[config.mk]
export PLATFORM = sky130hd
export DESIGN_NAME = pwm_match_out
export DESIGN_NICKNAME = d
export VERILOG_FILES = /design/src/rtl/pwm_out_pkg.sv /design/src/rtl/pwm_hit_detect.sv /design/src/rtl/pwm_cfg_track.sv /design/src/rtl/pwm_phase_ctl.sv /design/src/rtl/pwm_match_out.sv
export SDC_FILE = /design/constraint.sdc
export NUM_CORES = 1
export LEC_CHECK = 0
export CAP_MARGIN = 20
export CORE_AREA = 2 2 39 41
export CTS_CLUSTER_DIAMETER = 80
export CTS_CLUSTER_SIZE = 25
export DETAILED_ROUTE_END_ITERATION = 8
export DIE_AREA = 0 0 41 43
export DONT_BUFFER_PORTS = 1
export PLACE_DENSITY = 0.46
export SETUP_SLACK_MARGIN = 0.05
export SLEW_MARGIN = 10
export SYNTH_ARGS = -nofsm -noshare
export SYNTH_HDL_FRONTEND = slang
export SYNTH_SLANG_ARGS = --single-unit
[constraint.sdc]
create_clock -name clk -period 1.9 [get_ports clk]
set_input_delay 0.095 -clock clk [delete_from_list [all_inputs] [get_ports clk]]
set_output_delay 0.095 -clock clk [all_outputs]
set_load 0.05 [all_outputs]
[src/rtl/pwm_out_pkg.sv]
// Shared types for the PWM output stage.
package pwm_out_pkg;
    // Operating mode, encoded as the mode-select input bit.
    typedef enum logic {
        MODE_TOGGLE = 1'b0,
        MODE_MATCH  = 1'b1
    } pwm_mode_e;
endpackage

[src/rtl/pwm_hit_detect.sv]
// Match comparator.
// Flags a cycle in which the counter equals the programmed match value.
// Assumes both operands are in the same (timer) clock domain.
module pwm_hit_detect #(
    parameter int CNT_W = 16
) (
    input  logic [CNT_W-1:0] cnt_value,
    input  logic [CNT_W-1:0] match_val,
    output logic             hit
);
    // Equality compare of counter against match value.
    always_comb begin
        hit = (cnt_value == match_val);
    end
endmodule

[src/rtl/pwm_cfg_track.sv]
// Configuration tracker.
// Keeps last-cycle copies of the mode and idle selections and flags any change.
// Assumes the selections are already synchronous to the timer clock.
module pwm_cfg_track
    import pwm_out_pkg::*;
(
    input  logic      clk,
    input  logic      rst_n,
    input  pwm_mode_e mode_in,
    input  logic      idle_in,
    output logic      idle_q,
    output logic      cfg_chg
);
    pwm_mode_e mode_q;

    // Capture the selections every cycle; reset to toggle mode, idle low.
    always_ff @(posedge clk) begin
        if (!rst_n) begin
            mode_q <= MODE_TOGGLE;
            idle_q <= 1'b0;
        end else begin
            mode_q <= mode_in;
            idle_q <= idle_in;
        end
    end

    // Report a difference between the current and the stored selections.
    always_comb begin
        cfg_chg = (mode_in != mode_q) || (idle_in != idle_q);
    end


    cfg_reset_chk: assert property (@(posedge clk)
        !rst_n |=> (mode_q == MODE_TOGGLE && idle_q == 1'b0));
endmodule

[src/rtl/pwm_phase_ctl.sv]
// Phase controller.
// Holds the active/idle phase and drives the registered output pin.
// Assumes timeout is a one-cycle strobe and hit is the current-cycle compare.
module pwm_phase_ctl
    import pwm_out_pkg::*;
(
    input  logic      clk,
    input  logic      rst_n,
    input  pwm_mode_e mode,
    input  logic      idle_in,
    input  logic      idle_q,
    input  logic      cfg_chg,
    input  logic      timeout,
    input  logic      hit,
    output logic      pwm_q
);
    logic active_q;
    logic active_d;

    // Next phase: a config change wins, then the mode's rules; timeout beats match.
    always_comb begin
        active_d = active_q;
        if (cfg_chg) begin
            active_d = 1'b0;
        end else if (mode == MODE_MATCH) begin
            if (timeout) begin
                active_d = 1'b0;
            end else if (hit) begin
                active_d = 1'b1;
            end
        end else if (timeout) begin
            active_d = ~active_q;
        end
    end

    // Register the phase and the pin; the active level is the inverse of idle.
    always_ff @(posedge clk) begin
        if (!rst_n) begin
            active_q <= 1'b0;
            pwm_q    <= 1'b0;
        end else begin
            active_q <= active_d;
            pwm_q    <= idle_in ^ active_d;
        end
    end


    out_reset_chk: assert property (@(posedge clk)
        !rst_n |=> (pwm_q == 1'b0));

    match_assert_chk: assert property (@(posedge clk) disable iff (!rst_n)
        (!cfg_chg && mode == MODE_MATCH && hit && !timeout) |=> (pwm_q != idle_q));

    timeout_idle_chk: assert property (@(posedge clk) disable iff (!rst_n)
        (!cfg_chg && mode == MODE_MATCH && timeout) |=> (pwm_q == idle_q));

    toggle_flip_chk: assert property (@(posedge clk) disable iff (!rst_n)
        (!cfg_chg && mode == MODE_TOGGLE && timeout) |=> (pwm_q != $past(pwm_q)));

    cfg_idle_chk: assert property (@(posedge clk) disable iff (!rst_n)
        cfg_chg |=> (pwm_q == idle_q));

    out_hold_chk: assert property (@(posedge clk) disable iff (!rst_n)
        (!cfg_chg && !timeout && !(mode == MODE_MATCH && hit)) |=> $stable(pwm_q));
endmodule

[src/rtl/pwm_match_out.sv]
// PWM output stage, top level.
// Drives one PWM pin from timer counter and timeout, in toggle or match mode.
// Assumes all inputs are synchronous to clk; reset is synchronous, active low.
module pwm_match_out
    import pwm_out_pkg::*;
#(
    parameter int CNT_W = 16
) (
    input  logic             clk,
    input  logic             rst_n,
    input  logic [CNT_W-1:0] cnt_value,
    input  logic             timeout,
    input  logic [CNT_W-1:0] match_val,
    input  logic             mode_match,
    input  logic             idle_high,
    output logic             pwm_out
);
    pwm_mode_e mode_sel;
    logic      hit;
    logic      idle_q;
    logic      cfg_chg;

    // Map the mode bit onto the mode type.
    always_comb begin
        mode_sel = pwm_mode_e'(mode_match);
    end

    pwm_hit_detect #(.CNT_W(CNT_W)) u_hit (
        .cnt_value (cnt_value),
        .match_val (match_val),
        .hit       (hit)
    );

    pwm_cfg_track u_cfg (
        .clk     (clk),
        .rst_n   (rst_n),
        .mode_in (mode_sel),
        .idle_in (idle_high),
        .idle_q  (idle_q),
        .cfg_chg (cfg_chg)
    );

    pwm_phase_ctl u_phase (
        .clk     (clk),
        .rst_n   (rst_n),
        .mode    (mode_sel),
        .idle_in (idle_high),
        .idle_q  (idle_q),
        .cfg_chg (cfg_chg),
        .timeout (timeout),
        .hit     (hit),
        .pwm_q   (pwm_out)
    );
endmodule

==> flow_metrics.env <==
export IMPL_pin_count=38
export IMPL_synth_fa_ha_area_share_pct=0
export IMPL_required_ns=2.02
export IMPL_fin_skew_ns=0.000967
export IMPL_routed_wirelength_um=730
export IMPL_root_buffer="clkbuf_4"
export IMPL_slew_violations=0
export IMPL_dieWidth_um=41
export IMPL_post_place_cells=61
export IMPL_numClockSinks=4
export IMPL_syn2layout_area_growth_pct=16.6
export IMPL_place_congestion=0.650
export IMPL_hp_class="in -> reg"
export IMPL_clock_fmax_mhz=806
export IMPL_drive_above_1_share_pct=10.0
export IMPL_final_cells=66
export IMPL_muxShareOfSynthArea_pct=2.66
export IMPL_numCtsBuffers=3
export IMPL_p_leak_nw=0.146
export IMPL_vias=332
export IMPL_final_common_cell="xnor2_1"
export IMPL_fp_dieH_um=43
export IMPL_grt_pass1_vias=318
export IMPL_row_count=14
export IMPL_cts_tree="done"
export IMPL_synth_compound_area_share_pct=5.32
export IMPL_clkLatencyLatePin_ns=0.24
export IMPL_slew_limit_headroom_pct=68.3
export IMPL_rsz0062_at_grt="false"
export IMPL_fillers=159
export IMPL_cp_cell_sequence="o21ai_0, and3_1, nand4_1, mux2i_1, or3_1"
export IMPL_start_util_pct=27.2
export IMPL_num_antenna_cells=0
export IMPL_status="completed"
export IMPL_cts_htree_levels=1
export IMPL_hold_viol=0
export IMPL_ant_nets=0
export IMPL_path_buf_inv=0
export IMPL_final_nets=89
export IMPL_fin_setup_tns_ns=0
export IMPL_vdd_ir_drop_max_v=0.000160
export IMPL_fin_crit_ns=1.24
export IMPL_synthesis_area_sq_um=377
export IMPL_die_area_sq_um=1760
export IMPL_drc_errors=0
export IMPL_firstDrtPassIters=4
export IMPL_power_mw=0.267
export IMPL_mostFrequentLayoutCells="xnor2_1 (14), xor2_1 (4), dfxtp_1 (4)"
export IMPL_crit_family="simple AND/OR/NAND/NOR gates"
export IMPL_cp_start_kind="flip-flop"
export IMPL_clk_pin_slew_ns=0.04
export IMPL_setup_viol=0
export IMPL_antenna_found_initial=0
export IMPL_io_buffers=0
export IMPL_worstPathArrival_ns=1.36
export IMPL_critPathSlowestCell="or3_1"
export IMPL_synth_distinct_cells=18
export IMPL_grt_use_total_pct=9.71
export IMPL_syn_avg_cell_area_sq_um=8.37
export IMPL_overflow=0
export IMPL_synth_cells=45
export IMPL_ys_warn_count=0
export IMPL_drt_iter0_markers=4
export IMPL_worst_pin_slew_ns=0.474
export IMPL_grt_first_pass_wirelength_um=1190
export IMPL_fin_crit_sh_pct=65.3
export IMPL_dp_final_hpwl_um=630
export IMPL_yosys_area_share_simple_pct=27.9
export IMPL_yosysSeqAreaShare_pct=21.3
export IMPL_maxCapViolCount=0
export IMPL_grt_max_degree=5
export IMPL_synth_seq_cells=4
export IMPL_max_stage_delay_ns=0.36
export IMPL_powerDensity_nw_per_um2=607
export IMPL_avgRoutedWirePerCell_um=11.1
export IMPL_core_area_sq_um=1380
export IMPL_clk_path_buf_depth=2
export IMPL_cp_max_fo=4
export IMPL_endpoint_kind="flip-flop"
export IMPL_syn_num_nets=82
export IMPL_critical_path_class="reg -> reg"
export IMPL_synth_top_family_by_area="XOR/XNOR gates"
export IMPL_viasPerCell=5.03
export IMPL_synth_xor_area_share_pct=41.9
## report_power, final
group | total [mW] | switching (mW) | internal, mW | leakage, nW
clock | 0.107 | 0.0364 | 0.0708 | 0.0138
combinational | 0.0582 | 0.0223 | 0.0359 | 0.0985
sequential | 0.101 | 0.0112 | 0.0901 | 0.0332
total | 0.267 | 0.0699 | 0.197 | 0.146
## Yosys cell counts (all sizes together)
library cell	count	area share, %
mux2i	1	2.7
xnor2	14	33
or3	1	1.7
nand4	3	5.0
inv	1	1.0
a21oi	2	2.7
nand3	2	2.7
and3	1	1.7
nor3	1	2.7
xor2	4	9.3
nand2	3	3.0
o21ai	2	2.7
nor2b	1	1.7
nand3b	1	2.0
nor2	1	1.0
and2	2	3.3
nor4	1	3.3
dfxtp	4	21
## layout make-up
type,instances,area [sq um],share of cell area [%]
repair buffers,2,20.0,4.56
multi-input cells,40,293,66.7
inverters,1,3.75,0.855
flip-flops and latches,4,80.1,18.2
well taps,16,20.0,4.56
clock buffers,3,22.5,5.13
## registers in the layout (all words and copies together), names as in the netlist
signal / cells
u_cfg.idle_q: 1
u_cfg.mode_q: 1
u_phase.active_q: 1
u_phase.pwm_q: 1
## timing repair
item | in CTS | in global routing
endpoints found under the setup margin | 0 | 0
endpoints found under the hold margin | 2 | 0
buffers inserted | 0 | 0
hold buffers | 2 | 0
resized for setup | 0 | 0
## kinds of logic after synthesis
logic type,count (synthesis)
xor gates and xnor gates,18
and+or+nand+nor,17
AOI/OAI and AO/OA,4
DFF,4
muxes,1
buffers and inverters,1
## through the flow
stage,instance area (sq um),util (%),hold WS [ns],worst slack (ns)
after global placement,397,28.7,0.216,0.682
final,439,31.7,0.0105,0.659
after global routing,439,31.7,0.0236,0.549
after floorplan,377,-,0.211,0.725
after CTS,439,31.7,0.00515,0.650
after detailed placement,397,28.7,0.224,0.670
## layer usage
layer  global-route usage (%)  share of wire [%]
met5                        0                  0
met1                     12.4                 36
met2                     14.4                 52
met3                     1.57                9.9
met4                     6.00                1.5
## final timing paths
path,startpoint,end,slack (ns),cells past startpoint
worst max-delay path,u_phase.active_q$_SDFF_PN0_,u_phase.pwm_q$_SDFF_PN0_,0.66,5
worst min register to register,u_phase.active_q$_SDFF_PN0_,u_phase.active_q$_SDFF_PN0_,0.54,2
worst min-delay path,idle_high,u_cfg.idle_q$_SDFF_PN0_,0.01,2
worst max register to register,u_phase.active_q$_SDFF_PN0_,u_phase.pwm_q$_SDFF_PN0_,0.66,5
No activity file was read; power rests on OpenSTA's default activity.
